===== src/rtl/ras_pkg.sv =====
`timescale 1ns/1ps
package ras_pkg;

    typedef enum logic [1:0] {
        ST_EMPTY   = 2'd0,
        ST_PARTIAL = 2'd1,
        ST_FULL    = 2'd2
    } ras_state_e;

    localparam logic [6:0] OPC_JUMP_DIRECT   = 7'b1101111;
    localparam logic [6:0] OPC_JUMP_INDIRECT = 7'b1100111;
    localparam logic [4:0] REG_LINK          = 5'd1;
    localparam logic [4:0] REG_ZERO          = 5'd0;

    typedef struct packed {
        logic [11:0] imm;
        logic [4:0]  rs1;
        logic [2:0]  funct3;
        logic [4:0]  rd;
        logic [6:0]  opcode;
    } itype_word_t;

endpackage


===== src/rtl/ras_decode.sv =====
`timescale 1ns/1ps
module ras_decode
    import ras_pkg::*;
(
    input  logic [31:0] instr,
    output logic        is_call,
    output logic        is_ret
);
    itype_word_t w;
    logic        direct_jump;
    logic        indirect_jump;

    always_comb begin
        w             = itype_word_t'(instr);
        direct_jump   = (w.opcode == OPC_JUMP_DIRECT);
        indirect_jump = (w.opcode == OPC_JUMP_INDIRECT) && (w.funct3 == 3'b000);
        // any link write to x1 is a call
        is_call       = (direct_jump || indirect_jump) && (w.rd == REG_LINK);
        // indirect jump through x1 with no link and no offset
        is_ret        = indirect_jump && (w.rd == REG_ZERO) &&
                        (w.rs1 == REG_LINK) && (w.imm == 12'd0);
    end
endmodule


===== src/rtl/ras_stack.sv =====
`timescale 1ns/1ps
module ras_stack
    import ras_pkg::*;
#(
    parameter int DEPTH = 8,
    parameter int AW    = 32
) (
    input  logic                          clk,
    input  logic                          rst_n,
    input  logic                          push,
    input  logic                          pop,
    input  logic [AW-1:0]                 push_addr,
    output logic                          pop_hit,
    output logic [AW-1:0]                 top_addr,
    output logic [$clog2(DEPTH+1)-1:0]    occupancy,
    output ras_state_e                    state
);
    localparam int PTR_W = (DEPTH > 1) ? $clog2(DEPTH) : 1;
    localparam int CNT_W = $clog2(DEPTH + 1);
    localparam logic [PTR_W-1:0] LAST_SLOT = PTR_W'(DEPTH - 1);
    localparam logic [CNT_W-1:0] CNT_FULL  = CNT_W'(DEPTH);
    localparam logic [CNT_W-1:0] CNT_ALMOST = CNT_W'(DEPTH - 1);

    ras_state_e       state_q, state_d;
    logic [CNT_W-1:0] occ_q, occ_d;
    logic [PTR_W-1:0] head_q, head_d;
    logic [AW-1:0]    slot_rd [DEPTH];

    function automatic logic [PTR_W-1:0] step_up(input logic [PTR_W-1:0] p);
        return (p == LAST_SLOT) ? '0 : p + 1'b1;
    endfunction

    function automatic logic [PTR_W-1:0] step_down(input logic [PTR_W-1:0] p);
        return (p == '0) ? LAST_SLOT : p - 1'b1;
    endfunction

    // one register per slot, written when the head points at it
    for (genvar g = 0; g < DEPTH; g++) begin : g_slot
        logic [AW-1:0] word_q;
        always_ff @(posedge clk or negedge rst_n) begin
            if (!rst_n) begin
                word_q <= '0;
            end else if (push && (head_q == PTR_W'(g))) begin
                word_q <= push_addr;
            end
        end
        assign slot_rd[g] = word_q;
    end

    // next-state logic: PUSH, POP, OVERWRITE, UNDERFLOW
    always_comb begin
        state_d = state_q;
        occ_d   = occ_q;
        head_d  = head_q;
        unique case (state_q)
            ST_EMPTY: begin
                if (push) begin
                    occ_d   = CNT_W'(1);
                    head_d  = step_up(head_q);
                    state_d = (DEPTH == 1) ? ST_FULL : ST_PARTIAL;
                end
            end
            ST_PARTIAL: begin
                if (push) begin
                    occ_d   = occ_q + 1'b1;
                    head_d  = step_up(head_q);
                    state_d = (occ_q == CNT_ALMOST) ? ST_FULL : ST_PARTIAL;
                end else if (pop) begin
                    occ_d   = occ_q - 1'b1;
                    head_d  = step_down(head_q);
                    state_d = (occ_q == CNT_W'(1)) ? ST_EMPTY : ST_PARTIAL;
                end
            end
            ST_FULL: begin
                if (push) begin
                    head_d  = step_up(head_q);
                end else if (pop) begin
                    occ_d   = CNT_ALMOST;
                    head_d  = step_down(head_q);
                    state_d = (DEPTH == 1) ? ST_EMPTY : ST_PARTIAL;
                end
            end
            default: begin
                state_d = ST_EMPTY;
                occ_d   = '0;
                head_d  = '0;
            end
        endcase
    end

    // state register
    always_ff @(posedge clk or negedge rst_n) begin
        if (!rst_n) begin
            state_q <= ST_EMPTY;
            occ_q   <= '0;
            head_q  <= '0;
        end else begin
            state_q <= state_d;
            occ_q   <= occ_d;
            head_q  <= head_d;
        end
    end

    // outputs
    always_comb begin
        pop_hit   = pop && (state_q != ST_EMPTY);
        top_addr  = pop_hit ? slot_rd[step_down(head_q)] : '0;
        occupancy = occ_q;
        state     = state_q;
    end

    logic unused_full;
    assign unused_full = (CNT_FULL == '0);
endmodule


===== src/rtl/ras_resolve.sv =====
`timescale 1ns/1ps
module ras_resolve #(
    parameter int AW = 32
) (
    input  logic          ex_jalr,
    input  logic          ex_pred_valid,
    input  logic [AW-1:0] ex_pred_target,
    input  logic [AW-1:0] ex_rs1_val,
    input  logic [11:0]   ex_imm,
    output logic          ex_redirect,
    output logic [AW-1:0] ex_fix_pc
);
    logic [AW-1:0] sum;
    logic          guess_ok;

    // compare the carried guess with the computed target
    always_comb begin
        sum         = ex_rs1_val + {{(AW-12){ex_imm[11]}}, ex_imm};
        ex_fix_pc   = {sum[AW-1:1], 1'b0};
        guess_ok    = ex_pred_valid && (ex_pred_target == ex_fix_pc);
        ex_redirect = ex_jalr && !guess_ok;
    end
endmodule


===== src/rtl/ras_predictor.sv =====
`timescale 1ns/1ps
module ras_predictor
    import ras_pkg::*;
#(
    parameter int DEPTH = 8,
    parameter int AW    = 32
) (
    input  logic          clk,
    input  logic          rst_n,
    input  logic          fetch_fire,
    input  logic [AW-1:0] fetch_pc,
    input  logic [31:0]   fetch_instr,
    output logic          pred_valid,
    output logic [AW-1:0] pred_target,
    input  logic          ex_jalr,
    input  logic          ex_pred_valid,
    input  logic [AW-1:0] ex_pred_target,
    input  logic [AW-1:0] ex_rs1_val,
    input  logic [11:0]   ex_imm,
    output logic          ex_redirect,
    output logic [AW-1:0] ex_fix_pc
);
    localparam int CNT_W = $clog2(DEPTH + 1);

    logic             dec_call;
    logic             dec_ret;
    logic             do_push;
    logic             do_pop;
    logic [AW-1:0]    link_addr;
    logic [CNT_W-1:0] stk_occ;
    ras_state_e       stk_state;

    ras_decode u_decode (
        .instr   (fetch_instr),
        .is_call (dec_call),
        .is_ret  (dec_ret)
    );

    assign do_push   = fetch_fire && dec_call;
    assign do_pop    = fetch_fire && dec_ret;
    assign link_addr = fetch_pc + AW'(4);

    ras_stack #(.DEPTH(DEPTH), .AW(AW)) u_stack (
        .clk       (clk),
        .rst_n     (rst_n),
        .push      (do_push),
        .pop       (do_pop),
        .push_addr (link_addr),
        .pop_hit   (pred_valid),
        .top_addr  (pred_target),
        .occupancy (stk_occ),
        .state     (stk_state)
    );

    ras_resolve #(.AW(AW)) u_resolve (
        .ex_jalr        (ex_jalr),
        .ex_pred_valid  (ex_pred_valid),
        .ex_pred_target (ex_pred_target),
        .ex_rs1_val     (ex_rs1_val),
        .ex_imm         (ex_imm),
        .ex_redirect    (ex_redirect),
        .ex_fix_pc      (ex_fix_pc)
    );
endmodule


===== config.mk =====
export PLATFORM = sky130hd
export DESIGN_NAME = ras_predictor
export DESIGN_NICKNAME = d
export VERILOG_FILES = /design/src/rtl/ras_pkg.sv /design/src/rtl/ras_decode.sv /design/src/rtl/ras_stack.sv /design/src/rtl/ras_resolve.sv /design/src/rtl/ras_predictor.sv
export SDC_FILE = /design/constraint.sdc
export NUM_CORES = 1
export LEC_CHECK = 0
export BUFFER_PORTS_ARGS = -buffer_cell sky130_fd_sc_hd__clkbuf_2
export CAP_MARGIN = 20
export CORE_MARGIN = 2
export CORE_UTILIZATION = 25
export CTS_BUF_LIST = sky130_fd_sc_hd__clkbuf_4
export CTS_CLUSTER_DIAMETER = 60
export CTS_CLUSTER_SIZE = 14
export DETAILED_ROUTE_END_ITERATION = 10
export GPL_TIMING_DRIVEN = 1
export SKIP_CTS_REPAIR_TIMING = 1
export SYNTH_ARGS = -nofsm -noshare
export SYNTH_HDL_FRONTEND = slang
export SYNTH_SLANG_ARGS = --single-unit

===== constraint.sdc =====
create_clock -name clk -period 10.33 [get_ports clk]
set_input_delay 1.5495 -clock clk [delete_from_list [all_inputs] [get_ports clk]]
set_output_delay 1.5495 -clock clk [all_outputs]
set_load 0.02 [all_outputs]

==> summary.txt, run 1 <==
Global route
  • Antenna violations before repair: 2
  • Grt ovf: 0
  • GRT Util Overall: 0.143
  • Largest net degree at the start of global routing: 115
  • First-pass GRT wire length: 72.8 mm
  • Vias in the first global route: 12949

STA
  • Slew of the pin with the lowest slew margin: just under 1000 ps
  • Hold Vio Cnt, Final: 0
  • Fin crit period: 7430 ps
  • Skew final: 58.6 ps
  • RSZ-0062 raised after global routing: false
  • Slew headroom: 0.344
  • Fmax: 135 MHz
  • Tcrit/Tclk final: 0.720
  • Final setup violation count: 0
  • Setup TNS Final: 0 ps
  • Slew Viols, Final: 0

Synth
  • Top FF cell, synth: dfrtp_1
  • Synth Register Bits: 265
  • Async S/R FF share, synth: 1.00
  • Avg Synthesized Cell Area: 9.07 um2
  • Yosys warning total: 0
  • Post-Synth Adder-Cell Area: 0.0392
  • Synthesized instance count: 1674
  • Multiplexer share of the synthesized area: 0.0622
  • Synth Area in XOR/XNOR: 0.0569
  • Largest family of logic cells by synthesized area: compound AO/OA/AOI/OAI gates
  • Post-synth EDFFs: 0
  • Seq/Total Area, Yosys: 0.437
  • Synth Area in Simple Gates: 0.159
  • Synth Area in Compound Gates: 0.208
  • Syn Nets: 1866
  • Post-Syn Area: 0.0152 mm2
  • Synth cell types: between 80 and 90

Worst setup path
  • CP Launch Type: input pin
  • CP endpoint kind: output pin
  • Critical R2R Launch: u_stack.head_q[0]
  • Reg2reg setup slack: about 7500 ps
  • Reg2Reg Depth: 9
  • Worst path arrival time: 5880 ps
  • Crit. Startpoint: ex_imm[11]
  • CP max-delay cell: ha_1
  • Critical Path Most Common Cell: clkbuf_2
  • Reg2reg end: u_stack.head_q[2]
  • Max incr delay on CP: 770 ps
  • Crit-path cells: clkbuf_2 > ha_1 > and4_4 > nand4_1 > a211oi_1 > nor3_1 > o41ai_1 > xnor3_1 > nor4b_1 > nand4b_4 > nor4_2 > a31oi_1 > clkbuf_2
  • Worst EP required: 8780 ps
  • CP max FO: 21
  • Crit path kind: input pin to output pin

Clock tree
  • CTS buffer count: 23
  • Clock Sinks: 265
  • Clock Path Buffers: 3
  • # H-tree levels: 1
  • Clock latency on the worst-skew pair: around 710 ps
  • CTS tree: done
  • Reg clk slew, reported paths: 140 ps
  • Clock Tree Root: clkbuf_4

Power and ir drop
  • Sequential share of power: 0.563
  • Clock power frac: 0.237
  • Leak: 7.95 nW
  • Pwr per Cell Area: between 100 and 150 mW/mm2
  • Switching power: about 0.56 mW
  • Pint: about 1.3 mW
  • Logic pwr share: 0.201
  • Sw Ratio: 0.303
  • Peak VDD IR: 0.0884 mV

Floorplan
  • CORE AREA: 0.0601 mm2
  • Die area: around 0.063 mm2
  • Row Count: 90
  • Initial core utilization: 0.252
  • Io pins: 211
  • Die Ht: roughly 250 um
  • Die Span X: 250 um

Routing
  • Routed WL: 46.2 mm
  • Routed WL per cell: 17.8 um
  • First-pass DRT Iterations: 8
  • Vias: 13086
  • Via density per instance: 5.04
  • Residual DRC: 0
  • 1st-iter DRT viols: ~960
  • DRT antenna net count: 0

Finish
  • Layout cells sized above 1: 0.185
  • Area of the multi-input gates: 0.00806 mm2
  • Area grow syn2layout: 13.2%
  • Fin cells: approximately 2600
  • Fill count: 6358
  • Nets: 2004
  • Seq. cell area: 0.00663 mm2

Hold path
  • HP Start: u_stack.g_slot[6].word_q[0]
  • Worst min-delay path endpoint: u_stack.g_slot[6].word_q[0]
  • HP Class: register to register
  • Worst hold path depth: 2

Placement
  • DP Cell Count: 2568
  • DP HPWL: approximately 31 mm
  • Port Buffer Count: approximately 210
  • GPL Wtd Cong: between 0.8 and 0.9

Flow run
  • Max-cap violations: 0

Status
  • Status: completed
[cell families (layout without fill, tap and decap cells)]
kind of cell	count (synthesis)	in the layout
AO/OA/AOI/OAI	507	507
XOR/XNOR	87	87
adder cells (fa/ha/maj)	47	47
buffers and inverters	141	282
flip-flops	265	265
multiplexers	88	88
other	1	2
AND/OR/NAND/NOR	538	538
[metal layers]
layer	share of wire	routed length, um	GRT usage	vias up
met5	0	0	0	-
met4	0.020	909	0.0332	0
met3	0.065	2980	0.0216	59
met2	0.47	21800	0.248	488
met1	0.44	20400	0.189	6275
li1	-	-	-	6264
[worst max-delay path by stage]
stage,end,cells past startpoint
global placement,ex_redirect,13
floorplan,ex_redirect,12
detailed placement,ex_redirect,13
finish,ex_redirect,13
global route,ex_redirect,13
CTS,ex_redirect,13
[cell usage after synthesis (5+ instances only)]
library cell / number / area share
dfrtp_1: 265 / 0.44
nand2_1: 235 / 0.058
o21ai_0: 192 / 0.063
nor2_1: 156 / 0.039
a21oi_1: 126 / 0.042
clkbuf_1: 91 / 0.023
mux2_2: 49 / 0.036
ha_1: 46 / 0.038
xnor2_1: 40 / 0.023
xor2_1: 40 / 0.023
mux2i_1: 38 / 0.025
a211oi_1: 37 / 0.018
a222oi_1: 32 / 0.021
a22oi_1: 32 / 0.016
nand3_1: 28 / 0.0092
inv_1: 27 / 0.0067
nand4_1: 21 / 0.0087
a21o_1: 16 / 0.0079
nor3_1: 16 / 0.0053
and3_1: 15 / 0.0062
nand2b_1: 10 / 0.0041
nor4_1: 10 / 0.0041
buf_1: 9 / 0.0022
buf_2: 8 / 0.0026
a31oi_1: 7 / 0.0029
and2_1: 7 / 0.0029
nor2b_1: 7 / 0.0029
o21ai_1: 7 / 0.0023
buf_4: 6 / 0.0030
nor4b_1: 5 / 0.0029
o21bai_1: 5 / 0.0025
[power groups by stage]
| stage | clock network (mW) | registers (mW) | logic [mW] |
|---|---|---|---|
| final | 0.438 | 1.04 | 0.371 |
| after detailed placement | 0 | 1.06 | 0.370 |
| after CTS | 0.456 | 1.04 | 0.372 |
| after global placement | 0 | 1.06 | 0.369 |
| after floorplan | 0 | 1.06 | 0.225 |
| after global routing | 0.494 | 1.04 | 0.405 |
[through the flow]
stage               worst slack [ps]  total power [mW]  area [um2]  hold slack, ps  utilization
finish                          2900              1.85       17200             486        0.286
floorplan                       4350              1.28       15200             440            -
global placement                2980              1.43       17000             455        0.282
detailed placement              2900              1.43       17000             457        0.282
CTS                             2860              1.87       17200             489        0.285
global route                    2560              1.94       17200             524        0.286
[state kept, by name, summed over array words and instances (netlist names)]
signal	count
u_stack.g_slot.word_q	256
u_stack.head_q	3
u_stack.occupancy	4
u_stack.state	2
[worst max-delay path: cells and delay by family]
| kind | cells | cell delay (ps) |
|---|---|---|
| AND/OR/NAND/NOR | 6 | 1640 |
| buffers and inverters | 2 | 530 |
| AO/OA/AOI/OAI | 3 | 1170 |
| XOR/XNOR | 1 | 220 |
| adder cells (fa/ha/maj) | 1 | 770 |
[cells in the final DEF (no fill, tap or decap), drive strengths merged, types with 32 or more instances in the layout]
cell	Yosys	routed
a211oi	38	38
a21oi	127	127
a222oi	32	32
a22oi	32	32
clkbuf	91	234
dfrtp	265	265
ha	46	46
mux2	50	50
mux2i	38	38
nand2	235	235
nor2	156	156
o21ai	200	200
xnor2	40	40
xor2	40	40
[final cells by class]
| cell class | count | area share |
|---|---|---|
| diodes | 1 | 0.000146 |
| clock buffers | 25 | 0.0109 |
| clock inverters | 3 | 0.00124 |
| inverters | 27 | 0.00590 |
| multi-input cells | 1268 | 0.469 |
| flip-flops and latches | 265 | 0.386 |
| well taps | 782 | 0.0570 |
| repair buffers | 227 | 0.0693 |
No activity file was read; power rests on OpenSTA's default activity.
==> run 2: changes to the inputs <==
==> constraint.sdc (replaced) <==
create_clock -name clk -period 7.5 [get_ports clk]
set_input_delay 1.125 -clock clk [delete_from_list [all_inputs] [get_ports clk]]
set_output_delay 1.125 -clock clk [all_outputs]
set_load 0.02 [all_outputs]
==> run 2 against run 1 <==
Critical path depth stayed put. Hold slack better by 3.8 ps. Sequential cell count unchanged. Critical path type unchanged. Utilization barely moved. Global-route usage rose by 0.11 points. Largest cell class unchanged.
==> summary.txt, run 2 (synthesized netlist as in run 1, its figures left out) <==
Clock tree
  • Clock Tree Root: clkbuf_4
  • Clock latency on the worst-skew pair: around 650 ps
  • Clock Sinks: 265
  • CTS tree: done
  • Clock Path Buffers: 3
  • # H-tree levels: 1
  • Reg clk slew, reported paths: 130 ps
  • CTS buffer count: 23

STA
  • Setup TNS Final: 0 ps
  • Skew final: roughly 24 ps
  • Tcrit/Tclk final: 0.831
  • Fin crit period: 6230 ps
  • RSZ-0062 raised after global routing: false
  • Slew headroom: 0.330
  • Hold slack: 489 ps
  • Slew of the pin with the lowest slew margin: 1000 ps
  • Slew Viols, Final: 0
  • Final setup violation count: 0
  • Fmax: 160 MHz
  • Hold Vio Cnt, Final: 0

Routing
  • Routed WL: 46.8 mm
  • Via density per instance: between 5 and 6
  • First-pass DRT Iterations: 6
  • 1st-iter DRT viols: 1157
  • DRT antenna net count: 0
  • Vias: 13223
  • Residual DRC: 0
  • Routed WL per cell: around 18 um

Placement
  • GPL Wtd Cong: 0.861
  • Port Buffer Count: 209
  • DP HPWL: 31.0 mm

Status
  • Status: completed

Worst setup path
  • Reg2reg setup slack: 4590 ps
  • Reg2reg end: u_stack.head_q[2]
  • Worst EP required: 6380 ps
  • Worst path arrival time: between 5000 and 6000 ps
  • CP Launch Type: input pin
  • Crit. Startpoint: ex_imm[11]
  • Critical R2R Launch: u_stack.head_q[0]
  • CP max FO: 18
  • Reg2Reg Depth: 9
  • Crit path kind: input pin to output pin
  • CP endpoint kind: output pin

Floorplan
  • Row Count: 90
  • Die area: approximately 0.063 mm2
  • Initial core utilization: 0.252
  • Io pins: ~210
  • CORE AREA: around 0.060 mm2
  • Die Ht: 250 um
  • Die Span X: 250 um

Finish
  • Commonest cells after routing, fill and taps aside: dfrtp_1, nand2_1, clkbuf_2, o21ai_0, nor2_1
  • Top reg by flops: u_stack.g_slot.word_q
  • Area grow syn2layout: 13.2%
  • Max reg flops: 256
  • Layout cells sized above 1: 0.184
  • Most common cell after layout, fill and taps aside: dfrtp_1
  • Nets: between 2000 and 2500

Global route
  • Grt ovf: 0
  • Antenna violations before repair: 3
  • Vias in the first global route: 13033
  • First-pass GRT wire length: between 70 and 80 mm
  • GRT Util Overall: 0.145
  • Largest net degree at the start of global routing: approximately 120

Hold path
  • Worst min-delay path endpoint: u_stack.g_slot[6].word_q[30]
  • HP Start: u_stack.g_slot[6].word_q[30]
  • Worst hold path depth: 2
  • HP Class: register to register

Power and ir drop
  • Pwr per Cell Area: 148 mW/mm2
  • Total Power: 2.54 mW
  • Leak: 7.95 nW
  • Peak VDD IR: 0.172 mV

Flow run
  • Max-cap violations: 0
[run 2: changes by cell type in the layout (fill, tap and decap cells not counted), sizes merged]
cell,before,now
clkinvlp,0,1
buf,18,20
clkbuf,234,232
inv,29,28
diode,1,2
[run 2: worst max-delay path by stage]
stage             endpoint  slack (ps)
6_report       ex_redirect        1270
5_1_grt        ex_redirect         920
4_1_cts        ex_redirect        1190
3_5_place_dp   ex_redirect        1210
3_3_place_gp   ex_redirect        1270
2_1_floorplan  ex_redirect        2370
[run 2: critical path: stages]
cell	delay, ps
clkbuf_2	200
ha_1	680
and4_4	350
nand4_1	100
a211oi_1	360
nor3_1	210
o41ai_1	630
xnor3_1	220
nor4b_1	580
nand4b_4	150
nor4_2	220
a31oi_1	110
clkbuf_2	160
[run 2: area by class of cell]
cell class	count	area (um2)
fill	6449	43000
timing repair buffer	228	1200
clock inverter	3	20.0
tap	782	978
sequential	265	6630
multi-input combinational	1268	8060
clock buffer	24	180
inverter	27	101
antenna	2	5.00
[run 2: power breakdown]
part           internal (mW)  leakage (nW)  switching (mW)
sequential              1.43          3.67         0.00126
clock                  0.153         0.117           0.444
combinational          0.185          4.16           0.327
[run 2: through the flow]
step	utilization	setup slack (ps)	instance area [um2]	std cells
6_report	0.286	1270	17200	2599
5_1_grt	0.286	920	17200	2598
4_1_cts	0.286	1190	17200	2597
3_5_place_dp	0.282	1210	17000	2570
3_3_place_gp	0.282	1270	17000	2570
2_1_floorplan	-	2370	15200	1674
[run 2: per-layer routing]
| metal | vias up | share of wire | track usage |
|---|---|---|---|
| met1 | 6414 | 0.44 | 0.192 |
| li1 | 6254 | - | - |
| met5 | - | 0.00041 | 0 |
| met2 | 507 | 0.48 | 0.248 |
| met4 | 2 | 0.014 | 0.0286 |
| met3 | 46 | 0.073 | 0.0238 |
